<file path="src/rtl/dcmp_pkg.sv">
package dcmp_pkg;

    localparam int unsigned DEF_NUM_SRC = 3;
    localparam int unsigned DEF_SMP_W   = 11;
    localparam int unsigned DEF_CNT_W   = 4;

    // outcome of one comparison
    typedef struct packed {
        logic seen;   // a selected sample arrived
        logic hit;    // that sample is a fault sample
    } verdict_t;

    // what the counter does this cycle
    typedef enum logic [2:0] {
        ACT_HOLD = 3'd0,
        ACT_INC  = 3'd1,
        ACT_WIPE = 3'd2,
        ACT_DEC  = 3'd3
    } cnt_act_e;

    function automatic cnt_act_e choose_action(
        input logic     en,
        input verdict_t v,
        input logic     locked,
        input logic     decay,
        input logic     at_zero
    );
        cnt_act_e a;
        if (!en || !v.seen || locked) a = ACT_HOLD;
        else if (v.hit)               a = ACT_INC;
        else if (!decay)              a = ACT_WIPE;
        else if (at_zero)             a = ACT_HOLD;
        else                          a = ACT_DEC;
        return a;
    endfunction

endpackage

</file>
<file path="src/rtl/dcmp_src_mux.sv">
module dcmp_src_mux #(
    parameter int unsigned NUM_SRC = dcmp_pkg::DEF_NUM_SRC,
    parameter int unsigned SMP_W   = dcmp_pkg::DEF_SMP_W,
    parameter int unsigned IDX_W   = 2
) (
    input  logic                     clk,
    input  logic                     rst,
    input  logic [NUM_SRC*SMP_W-1:0] abs_bus,
    input  logic [NUM_SRC*SMP_W-1:0] err_bus,
    input  logic [NUM_SRC-1:0]       vld_bus,
    input  logic [IDX_W-1:0]         chan_idx,
    input  logic                     use_err,
    output logic [SMP_W-1:0]         sel_data,
    output logic                     sel_valid
);

    logic [NUM_SRC-1:0] chan_match;

    for (genvar g = 0; g < NUM_SRC; g++) begin : g_chan
        assign chan_match[g] = (chan_idx == IDX_W'(g));
    end

    always_comb begin
        sel_data  = '0;
        sel_valid = 1'b0;
        for (int i = 0; i < NUM_SRC; i++) begin
            if (chan_match[i]) begin
                sel_data  = use_err ? err_bus[i*SMP_W +: SMP_W]
                                    : abs_bus[i*SMP_W +: SMP_W];
                sel_valid = vld_bus[i];
            end
        end
    end

    // an index past the last channel never yields a sample
    p_ghost_chan_r11: assert property (@(posedge clk) disable iff (rst)
        (int'(chan_idx) >= int'(NUM_SRC)) |-> !sel_valid);

endmodule

</file>
<file path="src/rtl/dcmp_judge.sv">
module dcmp_judge #(
    parameter int unsigned SMP_W = dcmp_pkg::DEF_SMP_W
) (
    input  logic              clk,
    input  logic              rst,
    input  logic [SMP_W-1:0]  sample,
    input  logic              sample_vld,
    input  logic [SMP_W-1:0]  thresh,
    input  logic              below,
    output dcmp_pkg::verdict_t verdict
);

    logic over, under;

    always_comb begin
        over         = sample > thresh;
        under        = sample < thresh;
        verdict.seen = sample_vld;
        verdict.hit  = sample_vld && (below ? under : over);
    end

    // a sample on the threshold is never a fault
    p_equal_clean_r2: assert property (@(posedge clk) disable iff (rst)
        (sample_vld && sample == thresh) |-> !verdict.hit);

    // in below mode a fault sample lies under the threshold
    p_below_dir_r3: assert property (@(posedge clk) disable iff (rst)
        (verdict.hit && below) |-> (sample < thresh));

endmodule

</file>
<file path="src/rtl/dcmp_counter.sv">
module dcmp_counter #(
    parameter int unsigned CNT_W = dcmp_pkg::DEF_CNT_W
) (
    input  logic               clk,
    input  logic               rst,
    input  logic               clr,
    input  logic               en,
    input  logic               decay,
    input  logic [CNT_W-1:0]   limit,
    input  dcmp_pkg::verdict_t verdict,
    output logic [CNT_W-1:0]   count,
    output logic               locked
);
    import dcmp_pkg::*;

    cnt_act_e         act;
    logic [CNT_W-1:0] cnt_nxt;
    logic             lock_nxt;

    always_comb begin
        act      = choose_action(en, verdict, locked, decay, count == '0);
        cnt_nxt  = count;
        lock_nxt = locked;
        unique case (act)
            ACT_INC: begin
                cnt_nxt  = count + 1'b1;
                lock_nxt = (cnt_nxt >= limit);
            end
            ACT_WIPE: cnt_nxt = '0;
            ACT_DEC:  cnt_nxt = count - 1'b1;
            default:  cnt_nxt = count;
        endcase
    end

    always_ff @(posedge clk) begin
        if (rst || clr) begin
            count  <= '0;
            locked <= 1'b0;
        end else begin
            count  <= cnt_nxt;
            locked <= lock_nxt;
        end
    end

    // clear wins over anything else
    p_clear_r8: assert property (@(posedge clk) disable iff (rst)
        clr |=> (count == '0 && !locked));

    // a locked counter holds until cleared
    p_lock_hold_r7: assert property (@(posedge clk) disable iff (rst)
        (locked && !clr) |=> (locked && $stable(count)));

    // a fault sample steps the count up
    p_step_up_r7: assert property (@(posedge clk) disable iff (rst)
        (!clr && en && verdict.hit && !locked) |=> (count == $past(count) + 1'b1));

    // clear-on-clean mode
    p_wipe_r5: assert property (@(posedge clk) disable iff (rst)
        (!clr && en && verdict.seen && !verdict.hit && !locked && !decay) |=> (count == '0));

    // decay mode never wraps below zero
    p_floor_r6: assert property (@(posedge clk) disable iff (rst)
        (!clr && en && verdict.seen && !verdict.hit && !locked && decay && count == '0)
        |=> (count == '0));

    // disabled counter keeps its value
    p_idle_r9: assert property (@(posedge clk) disable iff (rst)
        (!en && !clr) |=> ($stable(count) && $stable(locked)));

endmodule

</file>
<file path="src/rtl/thresh_fault_qual.sv">
module thresh_fault_qual #(
    parameter int unsigned NUM_SRC = dcmp_pkg::DEF_NUM_SRC,
    parameter int unsigned SMP_W   = dcmp_pkg::DEF_SMP_W,
    parameter int unsigned CNT_W   = dcmp_pkg::DEF_CNT_W,
    localparam int unsigned IDX_W  = (NUM_SRC > 1) ? $clog2(NUM_SRC) : 1,
    localparam int unsigned SEL_W  = IDX_W + 1
) (
    input  logic                     clk,
    input  logic                     rst,
    input  logic [NUM_SRC*SMP_W-1:0] smp_abs,
    input  logic [NUM_SRC*SMP_W-1:0] smp_err,
    input  logic [NUM_SRC-1:0]       smp_vld,
    input  logic                     cfg_en,
    input  logic                     cfg_irq_en,
    input  logic                     cfg_below,
    input  logic                     cfg_decay,
    input  logic [SEL_W-1:0]         cfg_src,
    input  logic [SMP_W-1:0]         cfg_thresh,
    input  logic [CNT_W-1:0]         cfg_limit,
    input  logic                     clr,
    output logic                     fault,
    output logic                     irq,
    output logic [CNT_W-1:0]         fault_cnt
);
    import dcmp_pkg::*;

    logic [SMP_W-1:0] sel_data;
    logic             sel_valid;
    verdict_t         verdict;
    logic             locked;

    dcmp_src_mux #(.NUM_SRC(NUM_SRC), .SMP_W(SMP_W), .IDX_W(IDX_W)) u_mux (
        .clk      (clk),
        .rst      (rst),
        .abs_bus  (smp_abs),
        .err_bus  (smp_err),
        .vld_bus  (smp_vld),
        .chan_idx (cfg_src[SEL_W-1:1]),
        .use_err  (cfg_src[0]),
        .sel_data (sel_data),
        .sel_valid(sel_valid)
    );

    dcmp_judge #(.SMP_W(SMP_W)) u_judge (
        .clk       (clk),
        .rst       (rst),
        .sample    (sel_data),
        .sample_vld(sel_valid),
        .thresh    (cfg_thresh),
        .below     (cfg_below),
        .verdict   (verdict)
    );

    dcmp_counter #(.CNT_W(CNT_W)) u_cnt (
        .clk    (clk),
        .rst    (rst),
        .clr    (clr),
        .en     (cfg_en),
        .decay  (cfg_decay),
        .limit  (cfg_limit),
        .verdict(verdict),
        .count  (fault_cnt),
        .locked (locked)
    );

    always_comb begin
        fault = locked && cfg_en;
        irq   = fault && cfg_irq_en;
    end

    // no interrupt without its enable
    p_irq_gate_r10: assert property (@(posedge clk) disable iff (rst)
        !cfg_irq_en |-> !irq);

    // reset leaves the detector idle
    p_reset_r1: assert property (@(posedge clk)
        rst |=> (fault_cnt == '0 && !fault));

endmodule

</file>
<file path="config.mk">
export PLATFORM = sky130hd
export DESIGN_NAME = thresh_fault_qual
export DESIGN_NICKNAME = d
export VERILOG_FILES = /design/src/rtl/dcmp_pkg.sv /design/src/rtl/dcmp_src_mux.sv /design/src/rtl/dcmp_judge.sv /design/src/rtl/dcmp_counter.sv /design/src/rtl/thresh_fault_qual.sv
export SDC_FILE = /design/constraint.sdc
export NUM_CORES = 1
export LEC_CHECK = 0
export BUFFER_PORTS_ARGS = -buffer_cell sky130_fd_sc_hd__clkbuf_2
export CAP_MARGIN = 5
export CORE_ASPECT_RATIO = 0.8
export CORE_MARGIN = 2
export CORE_UTILIZATION = 44
export CTS_CLUSTER_DIAMETER = 60
export DETAILED_ROUTE_END_ITERATION = 10
export MAX_ROUTING_LAYER = met4
export PLACE_DENSITY_LB_ADDON = 0.12
export SLEW_MARGIN = 0
export SYNTH_ARGS = -nofsm -noshare
export SYNTH_HDL_FRONTEND = slang
export SYNTH_SLANG_ARGS = --single-unit
</file>
<file path="constraint.sdc">
create_clock -name clk -period 6.94 [get_ports clk]
set_input_delay 1.388 -clock clk [delete_from_list [all_inputs] [get_ports clk]]
set_output_delay 1.388 -clock clk [all_outputs]
set_load 0.02 [all_outputs]
</file>
==> metrics.txt <==
FF-to-FF setup slack 4920 ps; count of cell types in the netlist 42; Synth top area share 16.8%; crit-path max cell delay 580 ps; WP data required 7050 ps; first-pass GRT wire length 5900 um; starting density of the core 47.4%; syn nets 275; Synth Flop Type dfxtp_1; Crit. End Element register; final antenna diode count 0; CTS resizes 0; clk buf depth 2; CP Data Arrival Time 4360 ps; top post-synthesis cells by area mux4_2 (17%), ha_1 (16%), mux2i_1 (9.7%); maximum vdd drop 0.0000630 V; routed via count 1559; Final setup viols 0; Critical Path, Cell by Cell clkbuf_2 > mux4_2 > inv_1 > o22ai_1 > ha_1 > a21oi_2 > o21ai_1 > a221o_1 > or2_4 > o21ai_4 > a2bb2oi_1 > o21ai_1; asr flop ratio synth 0%; Die ar. 3510 um2; Hold Crit Depth 2; Clk pin slew, worst setup/hold paths 40 ps; worst r2r src u_cnt.count[0]; CTS sink cnt 5; top cells by count, synth inv_1 (30), ha_1 (17), mux2i_1 (13), o22ai_1 (12); worst reg2reg path depth 9; H-tree depth 1; Routed Antenna Nets 0; FF-to-FF End u_cnt.locked; start point of the worst min-delay path u_cnt.locked; initial antenna violation count 0; Pleak 1.08 nW; WL per Instance 11.9 um; max-cap violations 0; fmax 235 MHz; Period minus WS final 4250 ps; Placed Cells 293; grt total ovfl 0; sequential element share of the synthesized area 7.47%; post-detail-place hpwl 3070 um; Hold Violations, Final 0; Area Overhead vs Synth 41.4%; leading area contributor after synthesis mux4_2; largest net degree at the start of global routing 23; actual slew at the worst max-slew pin 692 ps; Worst Hold Path EP u_cnt.locked; # hold bufs at CTS 0; status finished, final reports clean; startpoint types input pin; DIE WIDTH 65.7 um; PD cells 93.6 nW/um2; most common cell in the synthesized netlist inv_1; final period utilization 61.3%; post-synthesis cell count 164; vias in the first global route 1409; 1st-iter DRT viols 39; Min-Delay Path Class reg2reg; setup bufs post-CTS 0; Core Box Area 2830 um2; final setup TNS 0 ps; final std cells w/o fill 297; most used cell, CP o21ai_1; I/O Pins 100; DRC 0; CP max FO 22; slowest stage cell, crit path mux4_2; Vias/cell 5.25; Total Wirelength 3530 um; Clock Latency Late Sink 220 ps; Worst path top cell family by delay compound AO/OA/AOI/OAI gates; layout cells sized above 1 47.1%; gpl congestion 0.840; router iterations before antenna repair 4; Seq cells post-synth 5; Num CTS Buffers 3; final net count 371; Final Skew 3.06 ps; Post-synth EDFFs 0; # rows 17; Die H 53.4 um; RSZ-0062 raised after global routing no; post-synthesis cell area 1340 um2; Final Max Tran Viols 0; Mean Syn Cell Area 8.17 um2; Synthesis Warnings 0; total track usage 22.5%; CTS tree built; critical path type in2reg; number of port buffers 99; clock root buffer clkbuf_8; Max-Slew Margin vs Limit 53.9%; WP buf/inv 2
[layer usage]
metal / global-route usage, % / up-vias / wire length (um)
li1: - / 795 / -
met5: - / - / 0
met2: 34.8 / 79 / 1530
met3: 4.04 / 2 / 330
met4: 4.17 / 0 / 11
met1: 31.1 / 683 / 1670
[cells in the final DEF (no fill, tap or decap), types with 2 or more instances in the layout]
master    count
inv_1        30
and2_1        2
dfxtp_1       5
mux4_2       10
clkbuf_8      3
nand4_1       2
xnor2_1       2
o22ai_1      12
nand2_1       5
o211ai_1      5
o21ai_1       2
clkbuf_2     99
nand3_1      10
a21o_1        3
a21oi_1       3
mux2i_1      13
nand2b_1      3
nor2_1        9
a21oi_2       2
ha_1         17
[stage by stage]
| step | hold slack, ps | instance area, um2 | power [mW] | setup slack, ps | utilization (%) |
|---|---|---|---|---|---|
| finish | 533 | 1890 | 0.177 | 2690 | 67.0 |
| detailed placement | 513 | 1850 | 0.122 | 2460 | 65.4 |
| CTS | 534 | 1890 | 0.177 | 2670 | 67.0 |
| global route | 575 | 1890 | 0.192 | 2480 | 67.0 |
| floorplan | 456 | 1340 | 0.0867 | 2690 | - |
| global placement | 515 | 1850 | 0.121 | 2500 | 65.4 |
[logic make-up after synthesis]
family,count (synthesis),share of synthesized area (%)
flops,5,7.47
fa+ha+maj,17,15.9
buf+inv,38,10.9
xor+xnor,3,1.96
mux,23,26.5
simple gates,39,15.3
compound gates,39,21.9
[how the worst max path moves through the flow]
stage                    start             end  slack, ps  cells after the start
global route        cfg_src[0]  u_cnt.count[0]       2480                     12
finish              cfg_src[0]  u_cnt.count[0]       2690                     12
CTS                 cfg_src[0]  u_cnt.count[0]       2670                     12
detailed placement  cfg_src[0]  u_cnt.count[0]       2460                     12
floorplan           cfg_src[0]  u_cnt.count[0]       2690                     13
global placement    cfg_src[0]  u_cnt.count[0]       2500                     12
[worst register-to-register path: stages (launching register included)]
cell,delay [ps]
dfxtp_1,410
inv_1,120
ha_1,370
ha_1,290
a21o_1,160
a21o_1,180
a21oi_1,140
nor2_1,60
a21oi_1,140
nor2_1,50
[final cells by class]
class                           instances  area, um2
Clock buffer                            4       45.0
Multi-Input combinational cell        121       1090
Sequential cell                         5        100
Fill cell                             252        935
Timing Repair Buffer                   99        495
Inverter                               30        113
Tap cell                               38       47.5
[registers in the layout, summed over array words and instances (netlist names)]
name / flops
u_cnt.locked: 1
u_cnt.count: 4
[power breakdown]
part           internal (mW)  total (mW)  switching (mW)
Combinational         0.0512      0.0922          0.0410
Sequential            0.0290      0.0291        0.000154
Clock                 0.0396      0.0559          0.0163
Total                  0.120       0.177          0.0574
Note: power is estimated with default switching activity, not from simulation.
